==> src/rtl/uart_irq_pkg.sv <==
package uart_irq_pkg;

   typedef enum logic [2:0] {
      REG_IRQ_EN   = 3'd0,
      REG_IRQ_DIS  = 3'd1,
      REG_IRQ_MASK = 3'd2,
      REG_IRQ_STAT = 3'd3,
      REG_RX_LVL   = 3'd4,
      REG_TX_LVL   = 3'd5,
      REG_LIVE     = 3'd6
   } reg_sel_e;

   // live status positions
   localparam int LIVE_RX_TRIG  = 0;
   localparam int LIVE_RX_EMPTY = 1;
   localparam int LIVE_RX_FULL  = 2;
   localparam int LIVE_TX_EMPTY = 3;
   localparam int LIVE_TX_FULL  = 4;
   localparam int LIVE_TX_TRIG  = 13;

   // sticky status positions
   localparam int IRQ_RX_OVF   = 5;
   localparam int IRQ_FRAME    = 6;
   localparam int IRQ_PARITY   = 7;
   localparam int IRQ_TIMEOUT  = 8;
   localparam int IRQ_MODEM    = 9;
   localparam int IRQ_TX_TRIG  = 10;
   localparam int IRQ_TX_OVF   = 12;

   localparam logic [15:0] IRQ_IMPL = 16'h17FF;

endpackage

==> src/rtl/uirq_level_flags.sv <==
module uirq_level_flags
   import uart_irq_pkg::*;
#(
   parameter int DEPTH  = 64,
   parameter int CNT_W  = 7,
   parameter int DATA_W = 16
) (
   input  logic              clk,
   input  logic              rst_n,
   input  logic [CNT_W-1:0]  rx_count,
   input  logic [CNT_W-1:0]  tx_count,
   input  logic [CNT_W-1:0]  rx_lvl,
   input  logic [CNT_W-1:0]  tx_lvl,
   output logic [DATA_W-1:0] live
);

   localparam logic [CNT_W-1:0] DEPTH_C = CNT_W'(DEPTH);

   always_comb begin
      live                = '0;
      live[LIVE_RX_TRIG]  = (rx_count >= rx_lvl);
      live[LIVE_RX_EMPTY] = (rx_count == '0);
      live[LIVE_RX_FULL]  = (rx_count == DEPTH_C);
      live[LIVE_TX_EMPTY] = (tx_count == '0);
      live[LIVE_TX_FULL]  = (tx_count == DEPTH_C);
      live[LIVE_TX_TRIG]  = (tx_count >= tx_lvl);
   end


   rx_empty_full_excl_chk: assert property (@(posedge clk) disable iff (!rst_n)
      !(live[LIVE_RX_EMPTY] && live[LIVE_RX_FULL]));


   tx_empty_full_excl_chk: assert property (@(posedge clk) disable iff (!rst_n)
      !(live[LIVE_TX_EMPTY] && live[LIVE_TX_FULL]));

endmodule

==> src/rtl/uirq_mask_reg.sv <==
module uirq_mask_reg
   import uart_irq_pkg::*;
#(
   parameter int DATA_W = 16,
   parameter int ADDR_W = 3
) (
   input  logic              clk,
   input  logic              rst_n,
   input  logic              wr_en,
   input  logic [ADDR_W-1:0] wr_addr,
   input  logic [DATA_W-1:0] wr_data,
   output logic [DATA_W-1:0] mask_q
);

   logic set_hit;
   logic clr_hit;

   assign set_hit = wr_en && (wr_addr == ADDR_W'(REG_IRQ_EN));
   assign clr_hit = wr_en && (wr_addr == ADDR_W'(REG_IRQ_DIS));

   always_ff @(posedge clk or negedge rst_n) begin
      if (!rst_n) begin
         mask_q <= '0;
      end else if (set_hit) begin
         mask_q <= mask_q | wr_data;
      end else if (clr_hit) begin
         mask_q <= mask_q & ~wr_data;
      end
   end


   mask_set_chk: assert property (@(posedge clk) disable iff (!rst_n)
      set_hit |=> ((mask_q & $past(wr_data)) == $past(wr_data)));


   mask_clear_chk: assert property (@(posedge clk) disable iff (!rst_n)
      clr_hit |=> ((mask_q & $past(wr_data)) == '0));


   mask_direct_ignored_chk: assert property (@(posedge clk) disable iff (!rst_n)
      (wr_en && wr_addr == ADDR_W'(REG_IRQ_MASK)) |=> $stable(mask_q));

endmodule

==> src/rtl/uirq_sticky.sv <==
module uirq_sticky #(
   parameter int                DATA_W = 16,
   parameter logic [DATA_W-1:0] IMPL   = '1
) (
   input  logic              clk,
   input  logic              rst_n,
   input  logic [DATA_W-1:0] set_vec,
   input  logic [DATA_W-1:0] clr_vec,
   output logic [DATA_W-1:0] stat_q
);

   always_ff @(posedge clk or negedge rst_n) begin
      if (!rst_n) begin
         stat_q <= '0;
      end else begin
         stat_q <= ((stat_q & ~clr_vec) | set_vec) & IMPL;
      end
   end

   // set wins over a coincident clear
   set_wins_chk: assert property (@(posedge clk) disable iff (!rst_n)
      1'b1 |=> ((stat_q & $past(set_vec & IMPL)) == $past(set_vec & IMPL)));


   clear_takes_chk: assert property (@(posedge clk) disable iff (!rst_n)
      1'b1 |=> ((stat_q & $past(clr_vec & ~set_vec)) == '0));


   reserved_zero_chk: assert property (@(posedge clk) disable iff (!rst_n)
      ((stat_q & ~IMPL) == '0));

endmodule

==> src/rtl/uart_irq_ctrl.sv <==
module uart_irq_ctrl
   import uart_irq_pkg::*;
#(
   parameter int DEPTH       = 64,
   parameter int DATA_W      = 16,
   parameter int ADDR_W      = 3,
   parameter int TRIG_RST    = 32,
   parameter bit IRQ_REG_OUT = 1'b0,
   localparam int CNT_W      = $clog2(DEPTH + 1)
) (
   input  logic              clk,
   input  logic              rst_n,
   input  logic              wr_en,
   input  logic [ADDR_W-1:0] wr_addr,
   input  logic [DATA_W-1:0] wr_data,
   input  logic [ADDR_W-1:0] rd_addr,
   output logic [DATA_W-1:0] rd_data,
   input  logic [CNT_W-1:0]  rx_count,
   input  logic [CNT_W-1:0]  tx_count,
   input  logic              ev_rx_ovf,
   input  logic              ev_frame_err,
   input  logic              ev_parity_err,
   input  logic              ev_rx_timeout,
   input  logic              ev_modem_chg,
   input  logic              ev_tx_ovf,
   output logic              irq
);

   localparam logic [DATA_W-1:0] IMPL_W   = DATA_W'(IRQ_IMPL);
   localparam logic [CNT_W-1:0]  TRIG_INI = CNT_W'(TRIG_RST);

   if (DATA_W < 14) begin : g_bad_width
      $error("DATA_W must hold bit 13");
   end
   if (ADDR_W < 3) begin : g_bad_addr
      $error("ADDR_W must be at least 3");
   end
   if (DEPTH < 2 || TRIG_RST > DEPTH) begin : g_bad_depth
      $error("DEPTH too small or TRIG_RST above DEPTH");
   end
   if (CNT_W > DATA_W) begin : g_bad_cnt
      $error("count width exceeds data width");
   end

   logic [CNT_W-1:0]  rx_lvl_q;
   logic [CNT_W-1:0]  tx_lvl_q;
   logic [DATA_W-1:0] live;
   logic [DATA_W-1:0] mask_q;
   logic [DATA_W-1:0] stat_q;
   logic [DATA_W-1:0] set_vec;
   logic [DATA_W-1:0] clr_vec;
   logic              irq_raw;

   always_ff @(posedge clk or negedge rst_n) begin
      if (!rst_n) begin
         rx_lvl_q <= TRIG_INI;
         tx_lvl_q <= TRIG_INI;
      end else if (wr_en) begin
         if (wr_addr == ADDR_W'(REG_RX_LVL)) rx_lvl_q <= wr_data[CNT_W-1:0];
         if (wr_addr == ADDR_W'(REG_TX_LVL)) tx_lvl_q <= wr_data[CNT_W-1:0];
      end
   end

   uirq_level_flags #(
      .DEPTH (DEPTH),
      .CNT_W (CNT_W),
      .DATA_W(DATA_W)
   ) i_flags (
      .clk     (clk),
      .rst_n   (rst_n),
      .rx_count(rx_count),
      .tx_count(tx_count),
      .rx_lvl  (rx_lvl_q),
      .tx_lvl  (tx_lvl_q),
      .live    (live)
   );

   uirq_mask_reg #(
      .DATA_W(DATA_W),
      .ADDR_W(ADDR_W)
   ) i_mask (
      .clk    (clk),
      .rst_n  (rst_n),
      .wr_en  (wr_en),
      .wr_addr(wr_addr),
      .wr_data(wr_data),
      .mask_q (mask_q)
   );

   always_comb begin
      set_vec              = '0;
      set_vec[4:0]         = live[4:0];
      set_vec[IRQ_TX_TRIG] = live[LIVE_TX_TRIG];
      set_vec[IRQ_RX_OVF]  = ev_rx_ovf;
      set_vec[IRQ_FRAME]   = ev_frame_err;
      set_vec[IRQ_PARITY]  = ev_parity_err;
      set_vec[IRQ_TIMEOUT] = ev_rx_timeout;
      set_vec[IRQ_MODEM]   = ev_modem_chg;
      set_vec[IRQ_TX_OVF]  = ev_tx_ovf;
   end

   assign clr_vec = (wr_en && wr_addr == ADDR_W'(REG_IRQ_STAT)) ? wr_data : '0;

   uirq_sticky #(
      .DATA_W(DATA_W),
      .IMPL  (IMPL_W)
   ) i_sticky (
      .clk    (clk),
      .rst_n  (rst_n),
      .set_vec(set_vec),
      .clr_vec(clr_vec),
      .stat_q (stat_q)
   );

   assign irq_raw = |(mask_q & stat_q);

   if (IRQ_REG_OUT) begin : g_irq_ff
      always_ff @(posedge clk or negedge rst_n) begin
         if (!rst_n) irq <= 1'b0;
         else        irq <= irq_raw;
      end
   end else begin : g_irq_comb
      assign irq = irq_raw;

      irq_needs_status_chk: assert property (@(posedge clk) disable iff (!rst_n)
         irq |-> ((stat_q != '0) && (mask_q != '0)));
   end

   always_comb begin
      case (rd_addr)
         ADDR_W'(REG_IRQ_MASK): rd_data = mask_q;
         ADDR_W'(REG_IRQ_STAT): rd_data = stat_q;
         ADDR_W'(REG_RX_LVL):   rd_data = DATA_W'(rx_lvl_q);
         ADDR_W'(REG_TX_LVL):   rd_data = DATA_W'(tx_lvl_q);
         ADDR_W'(REG_LIVE):     rd_data = live;
         default:               rd_data = '0;
      endcase
   end


   tx_trig_remap_chk: assert property (@(posedge clk) disable iff (!rst_n)
      live[LIVE_TX_TRIG] |=> stat_q[IRQ_TX_TRIG]);

endmodule

==> config.mk <==
export PLATFORM = sky130hd
export DESIGN_NAME = uart_irq_ctrl
export DESIGN_NICKNAME = d
export VERILOG_FILES = /design/src/rtl/uart_irq_pkg.sv /design/src/rtl/uirq_level_flags.sv /design/src/rtl/uirq_mask_reg.sv /design/src/rtl/uirq_sticky.sv /design/src/rtl/uart_irq_ctrl.sv
export SDC_FILE = /design/constraint.sdc
export NUM_CORES = 1
export LEC_CHECK = 0
export CAP_MARGIN = 5
export CORE_UTILIZATION = 50
export CTS_CLUSTER_DIAMETER = 60
export DETAILED_ROUTE_END_ITERATION = 8
export PLACE_DENSITY_LB_ADDON = 0.25
export SLEW_MARGIN = 20
export SYNTH_ARGS = -nofsm -noshare
export SYNTH_HDL_FRONTEND = slang
export SYNTH_HIERARCHICAL = 1
export SYNTH_SLANG_ARGS = --single-unit
==> constraint.sdc <==
create_clock -name clk -period 8.87 [get_ports clk]
set_input_delay 2.661 -clock clk [delete_from_list [all_inputs] [get_ports clk]]
set_output_delay 2.661 -clock clk [all_outputs]
set_load 0.05 [all_outputs]
# After elaboration in Yosys (flattened, before gate mapping)
# Cells that the tools add are included.
# Widths: inputs -> output; s select.
[totals] register_bits=42 input_bits=45 output_inout_bits=17 word_cells=38
[classes] order_cmp=2 eq_ne=11 mux=4 bitwise_logic=7 reduce_logical=10
[op_table] cell="$pmux 16 s5" count=1
[op_table] cell="$mux 16" count=2
[op_table] cell="$and 16x13->16" count=1
[op_table] cell="$and 16x16->16" count=1
[op_table] cell="$not 16->16" count=1
[op_table] cell="$or 16x16->16" count=1
[op_table] cell="$reduce_or 16->1" count=1
[op_table] cell="$eq 3x3->1 const B" count=5
[op_table] cell="$eq 7x7->1 const B" count=2
[op_table] cell="$ge 7x7->1" count=2
[op_table] cell="$logic_not 7->1" count=2
[op_table] cell="$and 13x13->13" count=1
[op_table] cell="$mux 13" count=1
[op_table] cell="$not 13->13" count=1
[op_table] cell="$or 13x13->13" count=1
[op_table] cell="$eq 3x2->1 const B" count=3
[op_table] cell="$reduce_and 2->1" count=2
[op_table] cell="$eq 3x1->1 const B" count=1
[op_table] cell="$logic_and 1x1->1" count=3
[op_table] cell="$logic_not 3->1" count=1
[op_table] cell="$reduce_bool 2->1" count=1

# Logic depth before layout (Yosys ltp)
# Gate-level depths: netlist of run 1.
[depth] depth_word=6 depth_mapped=8 mapped_depth_nobuf=8

# Hierarchy
# The synthesis of run 1 kept the hierarchy.
[modules_own_cells] mod="uart_irq_ctrl" n_inst=1 cells_per_inst=134 area_each_um2=1298.7 seq_area_each_um2=352.8
[modules_own_cells] mod="uirq_mask_reg" n_inst=1 cells_per_inst=68 area_each_um2=977.2 seq_area_each_um2=400.4
[modules_own_cells] mod="uirq_level_flags" n_inst=1 cells_per_inst=66 area_each_um2=490.5 seq_area_each_um2=0.0
[modules_own_cells] mod="uirq_sticky" n_inst=1 cells_per_inst=41 area_each_um2=469.2 seq_area_each_um2=300.3

# Least setup slack after synthesis of run 1
# No wires, ideal clock.
[synth_timing] path_type="input-to-output" from="input port tx_count[0]" to="output port rd_data[13]" arrival_time_ns=4.203 required_time_ns=6.209 path_slack_ns=2.006 path_stages=7 path_buffers=0 path_cell_list="inv_1 ha_1 nand2b_1 a211oi_1 o31ai_1 nand2_1 a21boi_1"
[synth_between] elab_chain_cells=2
[synth_rtl] element="start: declaration" line="uart_irq_ctrl.sv:19" text="input logic [CNT_W-1:0] tx_count,"
[synth_rtl] element="$ge 7x7->1" line="uirq_level_flags.sv:26" text="live[LIVE_TX_TRIG] = (tx_count >= tx_lvl);"
[synth_rtl] element="via live[13]" line="uart_irq_ctrl.sv:47" text="logic [DATA_W-1:0] live;"
[synth_rtl] element="$pmux 16 s5" line="uart_irq_ctrl.sv:130" text="case (rd_addr)"
[synth_rtl] element="end: declaration" line="uart_irq_ctrl.sv:17" text="output logic [DATA_W-1:0] rd_data,"
# The timed path passes the listed nets, and every way through them passes these cells.

# Final worst setup path of run 1
# Same ends and word-level chain as after synthesis.

==> results.cfg, run 1 <==
[setup_path]
reg2regPathDepth = 7
path_common_cell = clkdlybuf4s50_1
cp_num_buf_inv = 3
critical_path_class = in -> out
crit_path_cell_trace = clkdlybuf4s50_1, inv_1, ha_1, nand2b_1, a211oi_1, o31ai_1, nand2_1, a21boi_1, clkdlybuf4s50_1
timing.rr.start = tx_lvl_q[5]$_DFFE_PN1P_
data_arrival_time_at_the_worst_slack_endpoint_ns = 5.18
critical_path_peak_fanout = 2
worstSetupStartpointType = input port
timing.critical_path.required_ns = 6.21
worstReg2RegEnd = i_sticky/stat_q[10]$_DFF_PN0_
critical_path_cell_with_the_highest_stage_delay = clkdlybuf4s50_1
slowest_delay_ns = 0.83
kind_of_end_point_of_the_critical_path = output port
slack_of_the_worst_reg_to_reg_path_ns = 7.22
critical-path-top-delay-family = buffers and inverters

[timing]
setup_total_neg_slack_ns = 0
period_share_pct = 88.4
slew_headroom_pct = 33.9
rsz0062_at_grt = no
report.final.slew_viol_count = 0
final_period_minus_worst_setup_slack_ns = 7.84
max_freq_ghz = 0.128
final_hold_violation_count = 0
final-setup-viol-count = 0
skew_ns = 0.0131
worst_slew_pin_slew_ns = 0.978
worst_hold_slack_ns = 0.509

[layout]
drive_gt1_share_pct = 12.9
area.growth.synth_to_final_pct = 21.7
fillerInstances = 504
n_antenna_cell = 0
area.sequential_um2 = 1050
multiInputGateArea_um2 = 1860
final_nets = 422

[min_path]
min_path_cells = 1
whs_endpoint = i_sticky/stat_q[3]$_DFF_PN0_
timing.hold.worst.start = i_sticky/stat_q[3]$_DFF_PN0_
hp-class = reg -> reg

[floorplanning]
floorplan.core_area_um2 = 6060
start_util_pct = 52.9
fp.dieArea_um2 = 6740
num_rows = 28
die_width_um = 82.1
die_height_um = 82.1
num_io_pins = 62

[yosys]
avgSynthCellArea_um2 = 10.5
netlist_instances = 304
synth.cell_area_um2 = 3210
synth_warnings = 6

[cts]
cts.repair.resized = 0
holdBufCountCts = 0
cts_made_buffers = 5
clk_path_buf_depth = 2
cts.reportedPaths.clkPinSlew_ns = 0.08
worst_skew_pair.late_latency_ns = 0.29
tritoncts = done
total_number_of_clock_tree_sinks = 42
htree_levels = 2
cts_setup_buffers = 0
clock_tree.root_cell = clkbuf_8

[placement]
dp_hpwl_mm = 5.33
place.port_buffers = 61
globalplace.congestion = 0.856

[routing]
vias_per_cell = 5.41
routed-via-count = 2375
drtIter0Drc = 96
detail_route.first_pass.iterations = 4
totalWireLength_mm = 7.32
antenna_violating_nets_post_route = 0
detail_route.drc_violations = 0
wire_per_inst_um = 16.7

[status]
run_status = complete, no violations

[global_routing]
grt_pass1_wl_mm = 11.9
grt_pass1_vias = 2409
grt.overflow.total = 0
largest_net_degree_at_the_start_of_global_routing = 43
number_of_antenna_violations_at_the_first_check_in_global_routing = 0
track_usage_pct = 23.9

[run]
maxCapViolCount = 0

[power_and_ir_drop]
leakagePower_nw = 1.75
power.ir.vdd_worst_mv = 0.0965
power_density_nw_per_um2 = 157
worst max path at each step:
stage                      startpoint     endpoint  slack [ns]  cells after the start
after floorplan           tx_count[0]  rd_data[13]        2.01                      7
after global placement    rx_count[4]   rd_data[0]        1.08                      8
after detailed placement  rx_count[4]   rd_data[0]        1.04                      8
after CTS                 rx_count[4]   rd_data[0]        1.04                      8
after global routing      tx_count[0]  rd_data[13]        0.88                      9
final                     tx_count[0]  rd_data[13]        1.03                      9
per-stage QoR:
stage                     area (um2)  total power [mW]  util (%)  cells  setup WS (ns)
after floorplan                 3250             0.397         -    316           2.01
after global placement          3800             0.460      62.7    431           1.08
after detailed placement        3800             0.465      62.7    431           1.04
after CTS                       3900             0.615      64.4    439           1.04
after global routing            3900             0.648      64.4    439          0.879
final                           3900             0.612      64.4    439           1.03
power breakdown:
part           switching (mW)  total (mW)  leakage (nW)  internal (mW)
sequential             0.0315       0.259         0.470          0.227
clock                  0.0641       0.148        0.0524         0.0843
combinational           0.106       0.205          1.23         0.0986
cells in the final DEF (no fill, tap or decap), types with 2 or more instances in the layout:
| master | instances |
|---|---|
| nand2b_1 | 2 |
| dfstp_2 | 2 |
| a211oi_2 | 2 |
| nor2b_1 | 3 |
| and3_1 | 2 |
| a221oi_1 | 4 |
| nand4_1 | 2 |
| inv_1 | 42 |
| mux2_2 | 7 |
| a221o_1 | 6 |
| clkbuf_1 | 2 |
| a21boi_1 | 8 |
| nor4bb_4 | 10 |
| nand2_1 | 13 |
| mux2i_1 | 32 |
| ha_1 | 14 |
| or2_0 | 8 |
| buf_4 | 4 |
| nor4_2 | 2 |
| clkdlybuf4s50_1 | 60 |
| a22o_1 | 10 |
| conb_1 | 14 |
| and2_1 | 12 |
| clkbuf_8 | 5 |
| and4bb_2 | 6 |
| a21o_1 | 13 |
| a21oi_1 | 2 |
| nor2_1 | 12 |
| mux2_1 | 8 |
| dfrtp_1 | 40 |
metal layers:
metal | vias up | routed length (um) | GRT usage, %
met5 | - | 0 | 0
met4 | 0 | 53 | 5.61
met3 | 7 | 336 | 3.67
met2 | 56 | 3550 | 41.7
met1 | 1155 | 3380 | 30.8
li1 | 1157 | - | -
cell type report:
type | count | area share, %
multi-input cells | 207 | 47.6
well taps | 75 | 2.40
flip-flops and latches | 42 | 27.0
clock inverters | 1 | 0.769
inverters | 42 | 4.04
clock buffers | 7 | 1.96
repair buffers | 65 | 16.3
worst register-to-register path, stage by stage (launching register included):
cell,delay (ns)
dfstp_2,0.55
inv_1,0.04
ha_1,0.26
nand2_1,0.10
nor2_1,0.08
a211oi_2,0.21
o31ai_1,0.14
a21o_1,0.17
No activity file was read; power rests on OpenSTA's default activity.
==> run 2: changes to the inputs <==
clock period = 9.5 ns   (was 8.87 ns; I/O delays follow)
==> results.cfg, run 2 (synthesized netlist as in run 1, its figures left out) <==
[status]
run_status = complete, no violations

[setup_path]
crit_path_cell_trace = clkdlybuf4s50_1, nor2b_1, nand2_1, a21boi_1, clkdlybuf4s50_1
timing.critical_path.required_ns = 6.65
data_arrival_time_at_the_worst_slack_endpoint_ns = 5.43
worstSetupStartpointType = input port
kind_of_end_point_of_the_critical_path = output port
critical_path_peak_fanout = 18
worstReg2RegEnd = i_sticky/stat_q[10]$_DFF_PN0_
critical_path_class = in -> out
slowest_delay_ns = 0.83
critical_path_cell_with_the_highest_stage_delay = clkdlybuf4s50_1
path_common_cell = clkdlybuf4s50_1
timing.rr.start = tx_lvl_q[5]$_DFFE_PN1P_
slack_of_the_worst_reg_to_reg_path_ns = 7.85
reg2regPathDepth = 7

[global_routing]
largest_net_degree_at_the_start_of_global_routing = 43
number_of_antenna_violations_at_the_first_check_in_global_routing = 0
grt.overflow.total = 0
track_usage_pct = 24.1
grt_pass1_vias = 2480
grt_pass1_wl_mm = 12.0

[routing]
vias_per_cell = 5.50
dr.max_layer_used = met4
dr_wl_met3_um = 221
routed_met2_length_mm = 3.54
routed-via-count = 2419
drtIter0Drc = 72
antenna_violating_nets_post_route = 0
detail_route.wirelength.met1_mm = 3.49
wire_per_inst_um = 16.7
totalWireLength_mm = 7.34
detail_route.drc_violations = 0
detail_route.first_pass.iterations = 5

[layout]
n_antenna_cell = 0
final_common_cell = clkdlybuf4s50_1
fin_area_um2 = 3920
drive_gt1_share_pct = 13.4
final_nets = 423
layout.core_utilization_pct = 64.6
layout_common_cells = clkdlybuf4s50_1, inv_1, dfrtp_1, mux2i_1
area.growth.synth_to_final_pct = 22.1
fillerInstances = 501

[timing]
final_period_minus_worst_setup_slack_ns = 8.28
setup_total_neg_slack_ns = 0
period_share_pct = 87.2
rsz0062_at_grt = no
final-setup-viol-count = 0
report.final.slew_viol_count = 0
skew_ns = 0.00790
final_hold_violation_count = 0
slew_headroom_pct = 35.1
worst_hold_slack_ns = 0.525
max_freq_ghz = 0.121
timing.final.ws_setup_ns = 1.22
worst_slew_pin_slew_ns = 0.960

[placement]
place_area_um2 = 3800
dp_slack_ns = 1.22
globalplace.congestion = 0.888
dp_hpwl_mm = 5.44
place.port_buffers = 61

[cts]
tritoncts = done
total_number_of_clock_tree_sinks = 42
clk_path_buf_depth = 2
cts.reportedPaths.clkPinSlew_ns = 0.08
cts.repair.resized = 0
holdBufCountCts = 0
htree_levels = 2
cts_setup_buffers = 0
worst_skew_pair.late_latency_ns = 0.30
cts_made_buffers = 5
clock_tree.root_cell = clkbuf_8

[floorplanning]
num_io_pins = 62
fp.dieArea_um2 = 6740
num_rows = 28
start_util_pct = 52.9
die_height_um = 82.1
die_width_um = 82.1
floorplan.core_area_um2 = 6060

[power_and_ir_drop]
power_density_nw_per_um2 = 147
leakagePower_nw = 1.75
power.ir.vdd_worst_mv = 0.113

[min_path]
min_path_cells = 1
timing.hold.worst.start = i_sticky/stat_q[5]$_DFF_PN0_
whs_endpoint = i_sticky/stat_q[5]$_DFF_PN0_
hp-class = reg -> reg

[run]
maxCapViolCount = 0
-- run 2: changes by cell type in the layout (fill, tap and decap cells not counted) --
cell	change
buf_4	+1
clkinvlp_4	+1
clkbuf_1	-1
-- run 2: routing by layer --
| metal | vias to the layer above | global-route usage [%] |
|---|---|---|
| met2 | 48 | 40.6 |
| met1 | 1204 | 31.5 |
| met4 | 0 | 7.02 |
| li1 | 1160 | - |
| met3 | 7 | 3.89 |
| met5 | - | 0 |
-- run 2: cell type report --
type | instances | area [um2] | share of cell area [%]
repair buffers | 66 | 643 | 16.4
flip-flops and latches | 42 | 1050 | 26.9
well taps | 75 | 93.8 | 2.40
clock inverters | 2 | 37.5 | 0.959
inverters | 42 | 158 | 4.03
clock buffers | 6 | 72.6 | 1.85
multi-input cells | 207 | 1860 | 47.4
-- run 2: worst max-delay path by stage --
| stage | startpoint | end | depth (start not counted) | slack [ns] |
|---|---|---|---|---|
| after global placement | rd_addr[2] | rd_data[13] | 5 | 1.28 |
| after floorplan | tx_count[0] | rd_data[13] | 7 | 2.26 |
| after detailed placement | rd_addr[2] | rd_data[13] | 5 | 1.22 |
| after CTS | rd_addr[2] | rd_data[13] | 5 | 1.21 |
| after global routing | rd_addr[2] | rd_data[13] | 5 | 1.03 |
| final | rd_addr[2] | rd_data[13] | 5 | 1.22 |
-- run 2: critical path: cells and delay by family --
kind | cells | cell delay, ns
AO/OA/AOI/OAI | 1 | 0.20
buffers and inverters | 2 | 1.65
AND/OR/NAND/NOR | 2 | 0.74
-- run 2: metrics by stage --
| step | std cells | total power [mW] |
|---|---|---|
| after floorplan | 316 | 0.370 |
| after global placement | 432 | 0.429 |
| after detailed placement | 432 | 0.435 |
| after CTS | 440 | 0.580 |
| after global routing | 440 | 0.611 |
| final | 440 | 0.576 |
-- run 2: power breakdown --
group | internal, mW | total [mW] | switching, mW
combinational | 0.0924 | 0.192 | 0.0995
sequential | 0.212 | 0.240 | 0.0283
clock | 0.0785 | 0.144 | 0.0653
